## config.mk

```make
export PLATFORM = sky130hd
export DESIGN_NAME = exc_sequencer
export DESIGN_NICKNAME = d
export VERILOG_FILES = /design/src/rtl/exc_pkg.sv /design/src/rtl/exc_vec_fetch.sv /design/src/rtl/exc_ctx_regs.sv /design/src/rtl/exc_sequencer.sv
export SDC_FILE = /design/constraint.sdc
export NUM_CORES = 1
export LEC_CHECK = 0
export CAP_MARGIN = 20
export CORE_ASPECT_RATIO = 1.2
export CORE_MARGIN = 2
export CORE_UTILIZATION = 45
export CTS_BUF_LIST = sky130_fd_sc_hd__clkbuf_2 sky130_fd_sc_hd__clkbuf_4 sky130_fd_sc_hd__clkbuf_8
export DETAILED_ROUTE_END_ITERATION = 7
export HOLD_SLACK_MARGIN = 0.05
export PLACE_DENSITY = 0.8
export SLEW_MARGIN = 25
export SYNTH_ARGS = -nofsm -noshare
export SYNTH_HDL_FRONTEND = slang
export SYNTH_SLANG_ARGS = --single-unit
```

## constraint.sdc

```tcl
create_clock -name clk -period 4.4 [get_ports clk]
set_input_delay 0.88 -clock clk [delete_from_list [all_inputs] [get_ports clk]]
set_output_delay 0.88 -clock clk [all_outputs]
set_load 0.1 [all_outputs]
```

## src/rtl/exc_pkg.sv

```systemverilog
package exc_pkg;
    localparam int unsigned WORD_W  = 16;
    localparam int unsigned BANK_W  = 7;
    localparam int unsigned OPC_W   = 4;
    localparam int unsigned HALF_W  = WORD_W / 2;
    localparam int unsigned IE0_BIT = 0;
    localparam int unsigned IE1_BIT = 1;

    typedef logic [WORD_W-1:0] word_t;
    typedef logic [BANK_W-1:0] bank_t;

    // special operation codes; values above OP_VBASE_WR are undefined
    typedef enum logic [OPC_W-1:0] {
        OP_RETURN   = 4'd0,
        OP_TRAP     = 4'd1,
        OP_BANK_RD  = 4'd2,
        OP_BANK_WR  = 4'd3,
        OP_EPC_RD   = 4'd4,
        OP_EPC_WR   = 4'd5,
        OP_VBASE_RD = 4'd6,
        OP_VBASE_WR = 4'd7
    } sop_e;

    typedef enum logic [1:0] {
        VF_IDLE = 2'd0,
        VF_REQ  = 2'd1,
        VF_WAIT = 2'd2
    } vf_state_e;

    typedef struct packed {
        logic  valid;
        word_t value;
    } word_strobe_t;

    function automatic word_t vector_addr(word_t base, word_t num);
        return base + word_t'(num << 1);
    endfunction

    function automatic word_t clear_int_enables(word_t sr);
        word_t m;
        m = '1;
        m[IE0_BIT] = 1'b0;
        m[IE1_BIT] = 1'b0;
        return sr & m;
    endfunction

    function automatic word_t pack_banks(bank_t saved, bank_t cur);
        word_t w;
        w = '0;
        w[HALF_W +: BANK_W] = saved;
        w[0 +: BANK_W]      = cur;
        return w;
    endfunction

    function automatic bank_t saved_field(word_t w);
        return w[HALF_W +: BANK_W];
    endfunction

    function automatic bank_t cur_field(word_t w);
        return w[0 +: BANK_W];
    endfunction
endpackage

```

## src/rtl/exc_vec_fetch.sv

```systemverilog
module exc_vec_fetch
    import exc_pkg::*;
(
    input  logic  clk,
    input  logic  rst,
    input  logic  start,
    input  word_t start_addr,
    output logic  rd_valid,
    output word_t rd_addr,
    input  logic  rd_ready,
    input  logic  rd_rvalid,
    input  word_t rd_rdata,
    output logic  done,
    output word_t done_data,
    output logic  active
);
    vf_state_e state;

    always_ff @(posedge clk) begin
        if (rst) begin
            state   <= VF_IDLE;
            rd_addr <= '0;
        end else begin
            unique case (state)
                VF_IDLE: if (start) begin
                    state   <= VF_REQ;
                    rd_addr <= start_addr;
                end
                VF_REQ:  if (rd_ready)  state <= VF_WAIT;
                VF_WAIT: if (rd_rvalid) state <= VF_IDLE;
                default: state <= VF_IDLE;
            endcase
        end
    end

    assign rd_valid  = (state == VF_REQ);
    assign done      = (state == VF_WAIT) && rd_rvalid;
    assign done_data = rd_rdata;
    assign active    = (state != VF_IDLE);

    AST_REQ_HELD: assert property (@(posedge clk) disable iff (rst)
        rd_valid && !rd_ready |=> rd_valid && $stable(rd_addr));
    AST_ADDR_LATCHED: assert property (@(posedge clk) disable iff (rst)
        start && !active |=> rd_valid && rd_addr == $past(start_addr));
    AST_NO_EARLY_DATA: assert property (@(posedge clk) disable iff (rst)
        rd_rvalid |-> state == VF_WAIT);
endmodule

```

## src/rtl/exc_ctx_regs.sv

```systemverilog
module exc_ctx_regs
    import exc_pkg::*;
(
    input  logic  clk,
    input  logic  rst,
    input  logic  save_en,
    input  word_t save_pc,
    input  word_t save_sr,
    input  logic  bank_clear,
    input  logic  bank_restore,
    input  logic  bank_write,
    input  logic  epc_write,
    input  logic  vbase_write,
    input  word_t wr_value,
    output word_t epc,
    output word_t esr,
    output word_t vbase,
    output bank_t cur_bank,
    output bank_t saved_bank
);
    localparam word_t RET_ADJ = word_t'(2);

    always_ff @(posedge clk) begin
        if (rst) begin
            epc        <= '0;
            esr        <= '0;
            vbase      <= '0;
            cur_bank   <= '0;
            saved_bank <= '0;
        end else begin
            if (save_en) begin
                epc        <= save_pc - RET_ADJ;
                esr        <= save_sr;
                saved_bank <= cur_bank;
            end
            if (bank_clear)        cur_bank <= '0;
            else if (bank_restore) cur_bank <= saved_bank;
            else if (bank_write)   cur_bank <= cur_field(wr_value);
            if (bank_write)  saved_bank <= saved_field(wr_value);
            if (epc_write)   epc        <= wr_value;
            if (vbase_write) vbase      <= wr_value;
        end
    end

    AST_ONE_UPDATE: assert property (@(posedge clk) disable iff (rst)
        $onehot0({save_en, bank_clear, bank_restore, bank_write, epc_write, vbase_write}));
endmodule

```

## src/rtl/exc_sequencer.sv

```systemverilog
module exc_sequencer
    import exc_pkg::*;
#(
    parameter int unsigned      NUM_W      = 8,
    parameter logic [NUM_W-1:0] BAD_OP_NUM = 1
) (
    input  logic             clk,
    input  logic             rst,
    input  logic             exc_req,
    input  logic [NUM_W-1:0] exc_num,
    input  logic [15:0]      cur_pc,
    input  logic [15:0]      cur_sr,
    input  logic             sop_valid,
    input  logic [3:0]       sop_code,
    input  logic [15:0]      sop_wdata,
    output logic             vrd_valid,
    output logic [15:0]      vrd_addr,
    input  logic             vrd_ready,
    input  logic             vrd_rvalid,
    input  logic [15:0]      vrd_rdata,
    output logic             busy,
    output logic [6:0]       pc_bank,
    output logic             pc_load_valid,
    output logic [15:0]      pc_load_value,
    output logic             sr_load_valid,
    output logic [15:0]      sr_load_value,
    output logic             fetch_restart,
    output logic             sop_rvalid,
    output logic [15:0]      sop_rdata
);
    logic             active, vf_done;
    word_t            vf_data;
    word_t            epc, esr, vbase;
    bank_t            cur_bank, saved_bank;

    logic             take_exc, op_go, entry_go;
    logic [NUM_W-1:0] entry_num;
    logic             do_return, do_bank_wr, do_epc_wr, do_vbase_wr;
    logic             rd_go;
    word_t            rd_value;

    word_strobe_t     pc_q, sr_q, rd_q;
    logic             restart_q;

    // request arbitration: entry beats a special operation, both dropped while busy
    assign take_exc = !active && exc_req;
    assign op_go    = !active && !exc_req && sop_valid;

    always_comb begin
        entry_go    = take_exc;
        entry_num   = exc_num;
        do_return   = 1'b0;
        do_bank_wr  = 1'b0;
        do_epc_wr   = 1'b0;
        do_vbase_wr = 1'b0;
        rd_go       = 1'b0;
        rd_value    = '0;
        if (op_go) begin
            case (sop_code)
                OP_RETURN:   do_return = 1'b1;
                OP_TRAP: begin
                    entry_go  = 1'b1;
                    entry_num = sop_wdata[NUM_W-1:0];
                end
                OP_BANK_RD: begin
                    rd_go    = 1'b1;
                    rd_value = pack_banks(saved_bank, cur_bank);
                end
                OP_BANK_WR:  do_bank_wr = 1'b1;
                OP_EPC_RD: begin
                    rd_go    = 1'b1;
                    rd_value = epc;
                end
                OP_EPC_WR:   do_epc_wr = 1'b1;
                OP_VBASE_RD: begin
                    rd_go    = 1'b1;
                    rd_value = vbase;
                end
                OP_VBASE_WR: do_vbase_wr = 1'b1;
                default: begin
                    entry_go  = 1'b1;
                    entry_num = BAD_OP_NUM;
                end
            endcase
        end
    end

    exc_vec_fetch u_fetch (
        .clk        (clk),
        .rst        (rst),
        .start      (entry_go),
        .start_addr (vector_addr(vbase, word_t'(entry_num))),
        .rd_valid   (vrd_valid),
        .rd_addr    (vrd_addr),
        .rd_ready   (vrd_ready),
        .rd_rvalid  (vrd_rvalid),
        .rd_rdata   (vrd_rdata),
        .done       (vf_done),
        .done_data  (vf_data),
        .active     (active)
    );

    exc_ctx_regs u_ctx (
        .clk          (clk),
        .rst          (rst),
        .save_en      (entry_go),
        .save_pc      (cur_pc),
        .save_sr      (cur_sr),
        .bank_clear   (vf_done),
        .bank_restore (do_return),
        .bank_write   (do_bank_wr),
        .epc_write    (do_epc_wr),
        .vbase_write  (do_vbase_wr),
        .wr_value     (sop_wdata),
        .epc          (epc),
        .esr          (esr),
        .vbase        (vbase),
        .cur_bank     (cur_bank),
        .saved_bank   (saved_bank)
    );

    always_ff @(posedge clk) begin
        if (rst) begin
            pc_q      <= '0;
            sr_q      <= '0;
            rd_q      <= '0;
            restart_q <= 1'b0;
        end else begin
            pc_q.valid <= 1'b0;
            sr_q.valid <= 1'b0;
            rd_q.valid <= 1'b0;
            restart_q  <= 1'b0;
            if (entry_go) begin
                sr_q.valid <= 1'b1;
                sr_q.value <= clear_int_enables(cur_sr);
            end
            if (do_return) begin
                pc_q.valid <= 1'b1;
                pc_q.value <= epc;
                sr_q.valid <= 1'b1;
                sr_q.value <= esr;
                restart_q  <= 1'b1;
            end
            if (do_bank_wr) restart_q <= 1'b1;
            if (rd_go) begin
                rd_q.valid <= 1'b1;
                rd_q.value <= rd_value;
            end
            if (vf_done) begin
                pc_q.valid <= 1'b1;
                pc_q.value <= vf_data;
                restart_q  <= 1'b1;
            end
        end
    end

    assign busy          = active;
    assign pc_bank       = cur_bank;
    assign pc_load_valid = pc_q.valid;
    assign pc_load_value = pc_q.value;
    assign sr_load_valid = sr_q.valid;
    assign sr_load_value = sr_q.value;
    assign fetch_restart = restart_q;
    assign sop_rvalid    = rd_q.valid;
    assign sop_rdata     = rd_q.value;

    AST_EPC_SAVED: assert property (@(posedge clk) disable iff (rst)
        $rose(busy) |-> epc == $past(cur_pc) - 16'd2);
    AST_SR_MASKED: assert property (@(posedge clk) disable iff (rst)
        $rose(busy) |-> sr_load_valid && !sr_load_value[IE0_BIT] && !sr_load_value[IE1_BIT]);
    AST_BANK_CLEARED: assert property (@(posedge clk) disable iff (rst)
        $fell(busy) |-> fetch_restart && pc_load_valid && pc_bank == '0);
    AST_BUSY_QUIET: assert property (@(posedge clk) disable iff (rst)
        busy && $past(busy) |-> !sr_load_valid && !sop_rvalid && !fetch_restart);
endmodule

```

==> impl_metrics.yaml <==
placement:
  pre_cts_ws_ns: 0.130
  port_buffers: 158
  dpl.hpwl_um: 12400
  place_congestion: 0.893
floorplan:
  dieArea_um2: 14300
  ios: 159
  rows: 46
  dieHeight_um: 131
  core_um2: 13100
  die_w_um: 110
  start_util_pct: 45.9
drt:
  drt-total-wl_um: 17400
  drc: 0
  ant_nets: 0
  vias: 5793
  drtIter0Drc: 333
  first_pass_iters: 5
  wl_per_cell_um: 16.5
  vias_per_cell: 5.49
pwr:
  power-per-cell-area_nw_per_um2: 381
  max-vdd-ir-drop_mv: 0.216
  leakage_nw: 2.87
setup_path:
  crit_type: "in -> reg"
  cp.required_ns: 4.73
  cp_max_fo: 5
  crit_path_end_kind: "flop"
  worstPathArrival_ns: 4.15
  timing.rr.start: "u_fetch.state[0]"
  reg2regPathDepth: 12
  r2r_end: "u_fetch.rd_addr[15]"
  cp-start-kind: "input pin"
  reg2reg_slack_ns: 1.13
grt:
  grt_pass1_vias: 5550
  met2_usage_pct: 41.0
  grt_use_met1_pct: 30.1
  busiest_layer: "met2"
  antenna_found_initial: 0
  grt_max_degree: 105
  grt_pass1_wl_um: 27700
  grt_overflow_total: 0
  grtUsageMet3_pct: 7.69
  grt_usage_pct: 24.7
cts:
  cts_max_level: 4
  clock_sinks: 132
  post_cts_buffers: 0
  insertion_delay_ns: 0.43
  clk_pin_slew_ns: 0.07
  cts_made_buffers: 17
  clk_path_buf_depth: 2
  root_buffer: "clkbuf_8"
  ctsResizeCount: 0
  hold_buffers: 0
  cts_tree: "done"
synthesis:
  seq_area_frac_synth_pct: 43.9
  synth_top_area_share_pct: 43.9
  yosysTopAreaCell: "dfxtp_1"
  avgSynthCellArea_um2: 8.22
  syn_inst: 732
  ys_dominant_reg_cell: "dfxtp_1"
  yosysWarningCount: 0
  synth_area_leaders: "dfxtp_1 (44%), nand2_1 (9.6%), nor2_1 (6.5%)"
  ys_ff_latch: 132
  synthesis.nets: 824
  ys_types: 53
  synth_area_um2: 6020
  synth_edf_count: 0
  async_flop_share_pct: 0
final_layout:
  drive_gt1_share_pct: 6.98
  antennaDiodeCount: 0
  areaGrowthSynthToFinish_pct: 35.7
  final_nets: 967
hold_path:
  min_to: "u_fetch.rd_addr[3]"
  holdCritStartpoint: "u_fetch.rd_addr[3]"
  hold_class: "reg -> reg"
  holdPathStages: 2
sta:
  worst_pin_slew_ns: 1.06
  setup_ws_ns: 0.583
  finClkSkew_ns: 0.0128
  relSlewSlack_pct: 29.1
  period_needed_ns: 3.82
  setup_tns_ns: 0
  final-hold-violation-count: 0
  fmaxAchievable_ghz: 0.262
  final-setup-viol-count: 0
  rsz0062_at_grt: "false"
  fin_crit_sh_pct: 86.8
  final_max_slew_viol_count: 0
outcome:
  run_status: "finished clean"
job:
  maxCapViolCount: 0
worst max-delay path: stages:
cell             delay [ns]
clkdlybuf4s50_1        0.48
or4b_1                 0.59
nor2_1                 0.16
a22oi_1                0.08
nor2_1                 0.14
a21oi_1                0.08
fa_1                   0.44
nor2b_1                0.17
o2111ai_1              0.16
a31oi_1                0.39
nand4_1                0.17
xor2_1                 0.16
a211oi_1               0.25
metrics by stage:
stage               power, mW  cell area (µm²)  utilization [%]  hold WS [ns]  std cells
floorplan                1.78             6020                -         0.437        732
global placement         2.00             7720             58.8         0.437       1024
detailed placement       2.01             7720             58.8         0.448       1024
CTS                      3.13             8160             62.2         0.460       1056
global route             3.23             8160             62.2         0.471       1056
finish                   3.11             8160             62.2         0.455       1056
worst max path at each step:
stage                      startpoint                   to  slack (ns)  depth (start not counted)
after detailed placement  sop_code[0]  u_fetch.rd_addr[15]        0.13                         14
after CTS                 sop_code[0]  u_fetch.rd_addr[15]        0.59                         14
after global placement    sop_code[0]  u_fetch.rd_addr[15]        0.24                         14
after floorplan               exc_req  u_fetch.rd_addr[15]        0.76                         13
final                         exc_req  u_fetch.rd_addr[15]        0.58                         13
after global routing      sop_code[0]  u_fetch.rd_addr[15]        0.36                         14
flip-flops by register name, summed over array words and instances, names as in the netlist, 16 cells and up:
signal / count
u_ctx.epc: 16
pc_load_value: 16
u_ctx.vbase: 16
u_fetch.rd_addr: 16
sop_rdata: 16
sr_load_value: 16
u_ctx.esr: 16
cells in the final DEF, fill, tap and decap left out, types with 7 or more instances in the layout:
cell type        count
a221oi_1             8
clkbuf_8            18
xor2_1              12
a311oi_1            37
a21oi_1             43
nor2_1             102
xnor2_1              9
nand2b_1             7
a31oi_1             17
clkdlybuf4s50_1    157
a211oi_1            18
dfxtp_1            132
ha_1                 9
a22oi_1             32
nor3_1               8
buf_4               17
nand2_1            154
inv_1                8
o21ai_0              9
mux2i_1             23
power breakdown:
group          switching [mW]  internal (mW)  leakage (nW)  total, mW
Sequential             0.0411           1.26          1.08       1.30
Combinational           0.475          0.211          1.57      0.686
Clock                   0.479          0.647         0.220       1.13
Total                   0.995           2.12          2.87       3.11
routing by layer:
| metal | part of all wire (%) | vias up | wire [µm] |
|---|---|---|---|
| li1 | - | 2879 | - |
| met1 | 42 | 2639 | 7360 |
| met2 | 47 | 237 | 8200 |
| met3 | 8.5 | 38 | 1480 |
| met4 | 2.3 | 0 | 401 |
| met5 | 0 | - | 0 |
cell families (layout without fill, tap and decap cells):
logic type	count (synthesis)	in the layout	synth area share [%]
adder cells (fa/ha/maj)	10	10	2.20
AND/OR/NAND/NOR	310	310	22.1
multiplexers	23	23	3.83
XOR/XNOR	21	21	3.06
AO/OA/AOI/OAI	177	177	20.6
flip-flops	132	132	43.9
buffers and inverters	59	215	4.33
layout make-up:
cell class | instances | area [µm²]
flip-flops and latches | 132 | 2640
clock buffers | 20 | 263
repair buffers | 175 | 1710
well taps | 168 | 210
clock inverters | 12 | 176
multi-input cells | 541 | 3130
inverters | 8 | 30.0
fillers | 1155 | 4960
synthesized netlist by cell type (all sizes together), types with 2 or more instances:
library cell,number
nor2b,4
mux2i,23
or4,2
nor3,9
xor2,12
or4b,2
nor2,105
a21o,4
or3,3
nand2b,7
ha,9
o21a,3
buf,14
dfxtp,132
nor4,4
a22oi,32
a21oi,44
clkbuf,37
nand4b,2
xnor2,9
or2,4
o21ai,10
a311oi,37
inv,8
a31oi,17
nand3b,3
nand2,154
a221oi,8
nand3,5
nor3b,2
a211oi,18
Power figures use the tool's default switching activity.
